## src/rtl/hz_pkg.sv

```systemverilog
package hz_pkg;
    parameter int unsigned HZ_RW = 5;

    typedef logic [HZ_RW-1:0] regnum_t;

    typedef enum logic [1:0] {
        SEL_RF  = 2'b00,
        SEL_MEM = 2'b01,
        SEL_WB  = 2'b10,
        SEL_RET = 2'b11
    } fwd_sel_e;

    // record of the instruction in execute
    typedef struct packed {
        logic    valid;
        regnum_t src1;
        regnum_t src2;
        logic    use1;
        logic    use2;
        regnum_t dst;
        logic    wen;
        logic    load;
        logic    branch;
    } ex_rec_t;

    // record of a writer in memory, writeback or retired position
    typedef struct packed {
        logic    valid;
        regnum_t dst;
        logic    wen;
        logic    load;
    } wr_rec_t;
endpackage

```

## src/rtl/hz_fwd_sel.sv

```systemverilog
module hz_fwd_sel
    import hz_pkg::*;
(
    input  logic     clk,
    input  logic     rst_n,
    input  regnum_t  src,
    input  logic     src_used,
    input  wr_rec_t  mem_rec,
    input  wr_rec_t  wb_rec,
    input  wr_rec_t  ret_rec,
    output fwd_sel_e sel
);
    function automatic logic writes(input wr_rec_t r, input regnum_t s);
        return r.valid && r.wen && (r.dst == s);
    endfunction

    always_comb begin
        sel = SEL_RF;
        if (src_used && (src != '0)) begin
            if (writes(mem_rec, src))      sel = SEL_MEM;
            else if (writes(wb_rec, src))  sel = SEL_WB;
            else if (writes(ret_rec, src)) sel = SEL_RET;
        end
    end

    assert_zero_not_bypassed_R4: assert property (@(posedge clk) disable iff (!rst_n)
        (src == '0) |-> (sel == SEL_RF));
    assert_unused_not_bypassed_R10: assert property (@(posedge clk) disable iff (!rst_n)
        !src_used |-> (sel == SEL_RF));
    assert_load_never_from_mem_R5: assert property (@(posedge clk) disable iff (!rst_n)
        (sel == SEL_MEM) |-> !mem_rec.load);
endmodule

```

## src/rtl/hz_loaduse.sv

```systemverilog
module hz_loaduse
    import hz_pkg::*;
(
    input  logic    id_valid,
    input  regnum_t id_src1,
    input  regnum_t id_src2,
    input  logic    id_use1,
    input  logic    id_use2,
    input  ex_rec_t ex_rec,
    output logic    hazard
);
    logic ld_live;
    logic hit1, hit2;

    always_comb begin
        ld_live = ex_rec.valid && ex_rec.load && ex_rec.wen && (ex_rec.dst != '0);
        hit1    = id_use1 && (id_src1 == ex_rec.dst);
        hit2    = id_use2 && (id_src2 == ex_rec.dst);
        hazard  = id_valid && ld_live && (hit1 || hit2);
    end
endmodule

```

## src/rtl/hazard_ctrl.sv

```systemverilog
module hazard_ctrl
    import hz_pkg::*;
#(
    parameter int unsigned DELAY_SLOTS = 2
) (
    input  logic                 clk,
    input  logic                 rst_n,
    input  logic                 id_valid_i,
    input  logic [HZ_RW-1:0]     id_src1_i,
    input  logic [HZ_RW-1:0]     id_src2_i,
    input  logic                 id_use1_i,
    input  logic                 id_use2_i,
    input  logic [HZ_RW-1:0]     id_dst_i,
    input  logic                 id_wen_i,
    input  logic                 id_load_i,
    input  logic                 id_branch_i,
    input  logic                 ex_cond_true_i,
    output logic [1:0]           fwd_a_o,
    output logic [1:0]           fwd_b_o,
    output logic                 stall_o,
    output logic                 ex_bubble_o,
    output logic                 redirect_o,
    output logic                 ex_dslot_o
);
    localparam int unsigned NOPS = 2;
    localparam int unsigned CW   = $clog2(DELAY_SLOTS + 1);

    typedef struct packed {
        ex_rec_t         ex;
        wr_rec_t         mem;
        wr_rec_t         wb;
        wr_rec_t         ret;
        logic [CW-1:0]   pend;
        logic            dslot;
    } state_t;

    state_t   st_d, st_q;
    logic     hazard;
    logic     enter;
    regnum_t  op_src  [NOPS];
    logic     op_used [NOPS];
    fwd_sel_e op_sel  [NOPS];

    always_comb begin
        op_src[0]  = st_q.ex.src1;
        op_src[1]  = st_q.ex.src2;
        op_used[0] = st_q.ex.valid && st_q.ex.use1;
        op_used[1] = st_q.ex.valid && st_q.ex.use2;
    end

    for (genvar g = 0; g < NOPS; g++) begin : g_op
        hz_fwd_sel u_sel (
            .clk      (clk),
            .rst_n    (rst_n),
            .src      (op_src[g]),
            .src_used (op_used[g]),
            .mem_rec  (st_q.mem),
            .wb_rec   (st_q.wb),
            .ret_rec  (st_q.ret),
            .sel      (op_sel[g])
        );
    end

    hz_loaduse u_lu (
        .id_valid (id_valid_i),
        .id_src1  (id_src1_i),
        .id_src2  (id_src2_i),
        .id_use1  (id_use1_i),
        .id_use2  (id_use2_i),
        .ex_rec   (st_q.ex),
        .hazard   (hazard)
    );

    always_comb begin
        st_d     = st_q;
        st_d.ret = st_q.wb;
        st_d.wb  = st_q.mem;
        st_d.mem = '{valid: st_q.ex.valid, dst: st_q.ex.dst,
                     wen:   st_q.ex.wen,   load: st_q.ex.load};
        enter    = id_valid_i && !hazard;
        st_d.ex  = '0;
        st_d.dslot = 1'b0;
        if (enter) begin
            st_d.ex = '{valid: 1'b1, src1: id_src1_i, src2: id_src2_i,
                        use1: id_use1_i, use2: id_use2_i, dst: id_dst_i,
                        wen: id_wen_i, load: id_load_i, branch: id_branch_i};
            st_d.dslot = (st_q.pend != '0);
            if (id_branch_i)          st_d.pend = CW'(DELAY_SLOTS);
            else if (st_q.pend != '0) st_d.pend = st_q.pend - 1'b1;
        end
    end

    always_ff @(posedge clk) begin
        if (!rst_n) st_q <= '0;
        else        st_q <= st_d;
    end

    assign fwd_a_o     = op_sel[0];
    assign fwd_b_o     = op_sel[1];
    assign stall_o     = hazard;
    assign ex_bubble_o = hazard;
    assign redirect_o  = st_q.ex.valid && st_q.ex.branch && ex_cond_true_i;
    assign ex_dslot_o  = st_q.dslot;

    assert_bubble_empties_ex_R6: assert property (@(posedge clk) disable iff (!rst_n)
        stall_o |=> (!redirect_o && !ex_dslot_o && fwd_a_o == 2'b00 && fwd_b_o == 2'b00));
    assert_redirect_without_stall_R7: assert property (@(posedge clk) disable iff (!rst_n)
        redirect_o |-> !stall_o);
    assert_first_slot_flagged_R8: assert property (@(posedge clk) disable iff (!rst_n)
        (st_q.ex.valid && st_q.ex.branch && id_valid_i && !stall_o) |=> ex_dslot_o);
    assert_zero_never_stalls_R4: assert property (@(posedge clk) disable iff (!rst_n)
        (st_q.ex.dst == '0) |-> !stall_o);
endmodule

```

## config.mk

```make
export PLATFORM = sky130hd
export DESIGN_NAME = hazard_ctrl
export DESIGN_NICKNAME = d
export VERILOG_FILES = /design/src/rtl/hz_pkg.sv /design/src/rtl/hz_fwd_sel.sv /design/src/rtl/hz_loaduse.sv /design/src/rtl/hazard_ctrl.sv
export SDC_FILE = /design/constraint.sdc
export NUM_CORES = 1
export LEC_CHECK = 0
export BUFFER_PORTS_ARGS = -buffer_cell sky130_fd_sc_hd__buf_2
export CAP_MARGIN = 20
export CORE_MARGIN = 8
export CORE_UTILIZATION = 45
export CTS_BUF_LIST = sky130_fd_sc_hd__clkbuf_4 sky130_fd_sc_hd__clkbuf_8
export CTS_CLUSTER_SIZE = 8
export DETAILED_ROUTE_END_ITERATION = 10
export PLACE_DENSITY = 0.69
export SETUP_SLACK_MARGIN = 0.3
export SLEW_MARGIN = 20
export SYNTH_ARGS = -nofsm -noshare
export SYNTH_HDL_FRONTEND = slang
export SYNTH_SLANG_ARGS = --single-unit
```

## constraint.sdc

```tcl
create_clock -name clk -period 1.5 [get_ports clk]
set_clock_uncertainty 0.1 [all_clocks]
set_input_delay 0.15 -clock clk [delete_from_list [all_inputs] [get_ports clk]]
set_output_delay 0.15 -clock clk [all_outputs]
set_load 0.01 [all_outputs]
```

# Yosys cells after proc, flatten, opt, wreduce, memory -nomap -nowiden
# Cells that the tools add are included.
# word_totals
wordCells,72
register_bits,45
in_bits,24
# op_classes
muxes,11
eq_ne,8
n_addsub,1
n_reduce_logical,32
# ops
operator,n
== test 5 bit,8
logical AND 1 bit,23
2-to-1 mux 21 bit,1
2-to-1 mux 2 bit,10
nonzero test 5 bit,3
AND reduction 2 bit,2
nonzero test 2 bit,2
"subtractor 2 x 1 -> 2 bit, second input constant",1
zero test 1 bit,1
logical OR 1 bit,1

# Longest topological paths before layout
# logic_depth
depth_word,8
ltp_mapped,6
ltp_nobuf,6

# By module
# Synthesis repeated with hierarchy kept, for this count alone.
# unflattened
cells_unflattened,186
hier_area_um2,1960.6
# modules_own_cells
mod,cells_per_inst,area_each_um2,instances
hazard_ctrl,114,1370.1,1
hz_fwd_sel,27,225.2,2
hz_loaduse,18,140.1,1

# Least setup slack after synthesis
# Ideal clock, no wire load.
# synth_timing
path_kind,register to output
from,register st_q (netlist bit op_src[4])
to,output port fwd_b_o[1]
path_stages_with_launch,5
required_time_ns,1.250
slack_ns,-0.014
t_arrival_ns,1.264
cell_sequence,dfxtp_1 xor2_1 nor4_1 nand4_1 a211oi_1
# synth_between
elab_chain_cells,6
word_cells_on_any_way,12
cone_classes,eq/ne: 3; mux: 4; reduce/logical: 5
# synth_rtl
element,line,text
"start, declared",hazard_ctrl.sv:37,"state_t st_d, st_q;"
"start signal, assigned",hazard_ctrl.sv:95,else st_q <= st_d;
== test 5 bit,hz_fwd_sel.sv:14,return r.valid && r.wen && (r.dst == s);
logical AND 1 bit,hz_fwd_sel.sv:14,
2-to-1 mux 2 bit,hz_fwd_sel.sv:22,"else if (writes(ret_rec, src)) sel = SEL_RET;"
2-to-1 mux 2 bit,hz_fwd_sel.sv:21,"else if (writes(wb_rec, src)) sel = SEL_WB;"
2-to-1 mux 2 bit,hz_fwd_sel.sv:20,"if (writes(mem_rec, src)) sel = SEL_MEM;"
2-to-1 mux 2 bit (*),hz_fwd_sel.sv:19,if (src_used && (src != '0)) begin
"end, declared",hazard_ctrl.sv:19,"output logic [1:0] fwd_b_o,"
# Every way passes the cells marked *; elsewhere a longest branch is shown, timed or not.

# Worst setup path in the final report
# layout_timing
from,register st_q (netlist bit st_d[9])
to,output port fwd_b_o[1]
# layout_between
elab_chain_cells,5
# layout_rtl
element,line
== test 5 bit,hz_fwd_sel.sv:14
logical AND 1 bit,hz_fwd_sel.sv:14
2-to-1 mux 2 bit,hz_fwd_sel.sv:21
2-to-1 mux 2 bit,hz_fwd_sel.sv:20
2-to-1 mux 2 bit,hz_fwd_sel.sv:19
# Every way passes these cells.

==> impl_metrics.ini <==
[placed_design]
postPlaceCellArea_mm2 = 0.002253
gp_congestion = 0.8339
dpl.hpwl_um = 3050
portBuffers = 31

[grt]
grt_use_total_pct = 15.10
grt_pass1_wl_um = 7590
grt.overflow.total = 0
antenna_found_initial = 0
grt_max_degree = 24
first_global_vias = 1655

[logic_synthesis]
netlist.top_cell.by_area = dfxtp_1
synth_seq_cells = 45
synth_cell_types = 29
synth_nets = 208
yosys-top-cells-count = dfxtp_1, and2_1, xnor2_1
synth.top_cell.area_share_pct = 47.46
synthTopCellsByArea = dfxtp_1, xnor2_1, and2_1
yosysMostFrequentCell = dfxtp_1
async_flop_share_pct = 0
synth_cells = 183
synth.avg_cell_area_um2 = 10.37
synth_edf_count = 0
synth_area_mm2 = 0.001898
seq_area_frac_synth_pct = 47.46
yosysWarnings = 0
ys.flop_type = dfxtp_1

[clock_tree]
clock_latency_ns = 0.30
cts_tree = yes
cts.sinks = 45
ctsLongestPathBuffers = 2
clk_pin_slew_ns = 0.08
cts_buffers = 5
htreeDepth = 2
cts-root-buf = clkbuf_8

[routing]
vias = 1567
drc = 0
ant_nets = 0
drt_first_pass_iters = 4
viasPerCell = 4.975
drtIter0Drc = 73
wirelength_um = 4940
wire_per_inst_um = 15.68

[timing]
hold_viol = 0
min_period_over_period_pct = 130.7
tightest_slew_ns = 0.3904
min_period_ns = 1.960
slew_headroom_pct = 73.91
fin_ws_ns = -0.4602
setup_violations = 29
max_freq_mhz = 510.1
fin_tns_setup_ns = -5.809
rsz0062_at_grt = yes
maxSlewViolCount = 0

[critical_path]
reg2reg_depth = 8
cp-end-kind = output port
timing.rr.end = st_q[35]
critPathLaunchType = register
r2r-start = st_d[25]
path_max_fanout = 3
crit_required_ns = 1.25
critical_path_class = reg2out
r2r_setup_slack_ns = -0.20
arrival_ns = 1.71

[final_layout]
antenna_cells = 0
nNetsFinal = 289
drive_gt1_share_pct = 50.57
fillCellCount = 292
stdcell_area_mm2 = 0.002898
syn_to_final_growth_pct = 52.67

[floorplan]
core_mm2 = 0.004029
die_x_um = 80.95
die_h_um = 80.95
start_util_pct = 47.11
rows = 23
die_area_mm2 = 0.006552
ios = 32

[min_path]
holdPathStages = 3
hp-class = in2reg
hold_path_startpoint = id_src2_i[2]
hold_end = op_src[2]

[flow_run]
maxCapViolCount = 0

[status]
outcome = finished, violations left
violations = setup timing

[power]
ir_worst_vdd_uv = 658.2
p_leak_nw = 1.259
power.density_mw_per_mm2 = 842.3
-- placed cells by master (no fill, tap or decap), drive strengths merged --
cell type    instances
clkbuf               7
nor4                 4
or4                  2
nand2b               1
xnor2               22
nand3                5
dfxtp               45
ha                   1
nand4                6
o221a                2
buf                 58
and3                 2
inv                  2
o22ai                1
nor2                 4
a211oi               2
clkinv               1
a41oi                2
nor3                 4
and2                43
a21oi                6
xor2                18
nand2                6
dlygate4sd3         19
o211ai               2
-- flip-flops by register name (all words and copies together) (netlist names) --
register and count:
ex_dslot_o 1, st_d 22, op_src 10, st_q 12
-- metrics by stage --
stage / utilization [%] / instances / hold WS, ns / total power [mW] / setup slack [ns]
6_report: 71.93 / 315 / 0.09834 / 2.441 / -0.4602
2_1_floorplan: - / 183 / 0.1772 / 1.435 / 0.05690
3_3_place_gp: 55.93 / 278 / 0.2732 / 1.525 / -0.2428
5_1_grt: 71.93 / 315 / 0.08815 / 2.546 / -0.5513
3_5_place_dp: 55.93 / 278 / 0.2752 / 1.529 / -0.2711
4_1_cts: 67.64 / 312 / 0.07844 / 2.414 / -0.5227
-- report_power, final --
group	leakage (nW)	switching (mW)	internal (mW)
sequential	0.378	0.0423	1.23
clock	0.0542	0.404	0.416
combinational	0.826	0.138	0.209
total	1.26	0.585	1.86
-- layer usage --
| metal | track usage (%) | routed length, um | up-vias |
|---|---|---|---|
| met4 | 6.607 | 148 | 0 |
| li1 | - | - | 781 |
| met3 | 4.525 | 253 | 11 |
| met5 | 0 | 0 | - |
| met1 | 16.15 | 1900 | 731 |
| met2 | 26.86 | 2638 | 44 |
-- critical path, stage by stage (launching register included) --
cell and delay (ns):
dfxtp_2 0.35, xor2_2 0.17, nor4_2 0.28, nand4_1 0.20, a211oi_2 0.25, buf_2 0.16
-- final cells by class --
type                    count  area (um^2)  area share, %
clock inverters             1        5.005         0.1727
flip-flops and latches     45        942.2          32.51
clock buffers               7        96.34          3.325
inverters                   2        7.507         0.2591
multi-input cells         133         1175          40.54
well taps                  50        62.56          2.159
repair buffers             77        609.3          21.03
-- repair_timing --
item	in CTS	in global routing
endpoints found under the setup margin	31	31
gates resized for setup	27	29
endpoints found under the hold margin	19	0
buffers inserted	6	2
cloned	1	1
pin swaps	8	17
hold buffers	19	0
-- how the worst max path moves through the flow --
stage | from | to
final | st_d[9] | fwd_b_o[1]
after global routing | op_src[7] | fwd_a_o[1]
after CTS | st_d[6] | fwd_b_o[0]
after detailed placement | st_d[6] | fwd_b_o[0]
after global placement | st_d[6] | fwd_b_o[0]
after floorplan | st_q[6] | fwd_b_o[1]
-- kinds of logic (layout without fill, tap and decap cells) --
| logic type | Yosys count | in the layout | share of synthesized area [%] |
|---|---|---|---|
| AOI/OAI and AO/OA | 13 | 15 | 5.801 |
| xor gates and xnor gates | 40 | 40 | 18.46 |
| adders and majority gates | 1 | 1 | 0.6591 |
| buffers and inverters | 7 | 87 | 2.373 |
| DFF | 45 | 45 | 47.46 |
| and+or+nand+nor | 77 | 77 | 25.25 |
Note: power is estimated with default switching activity, not from simulation.
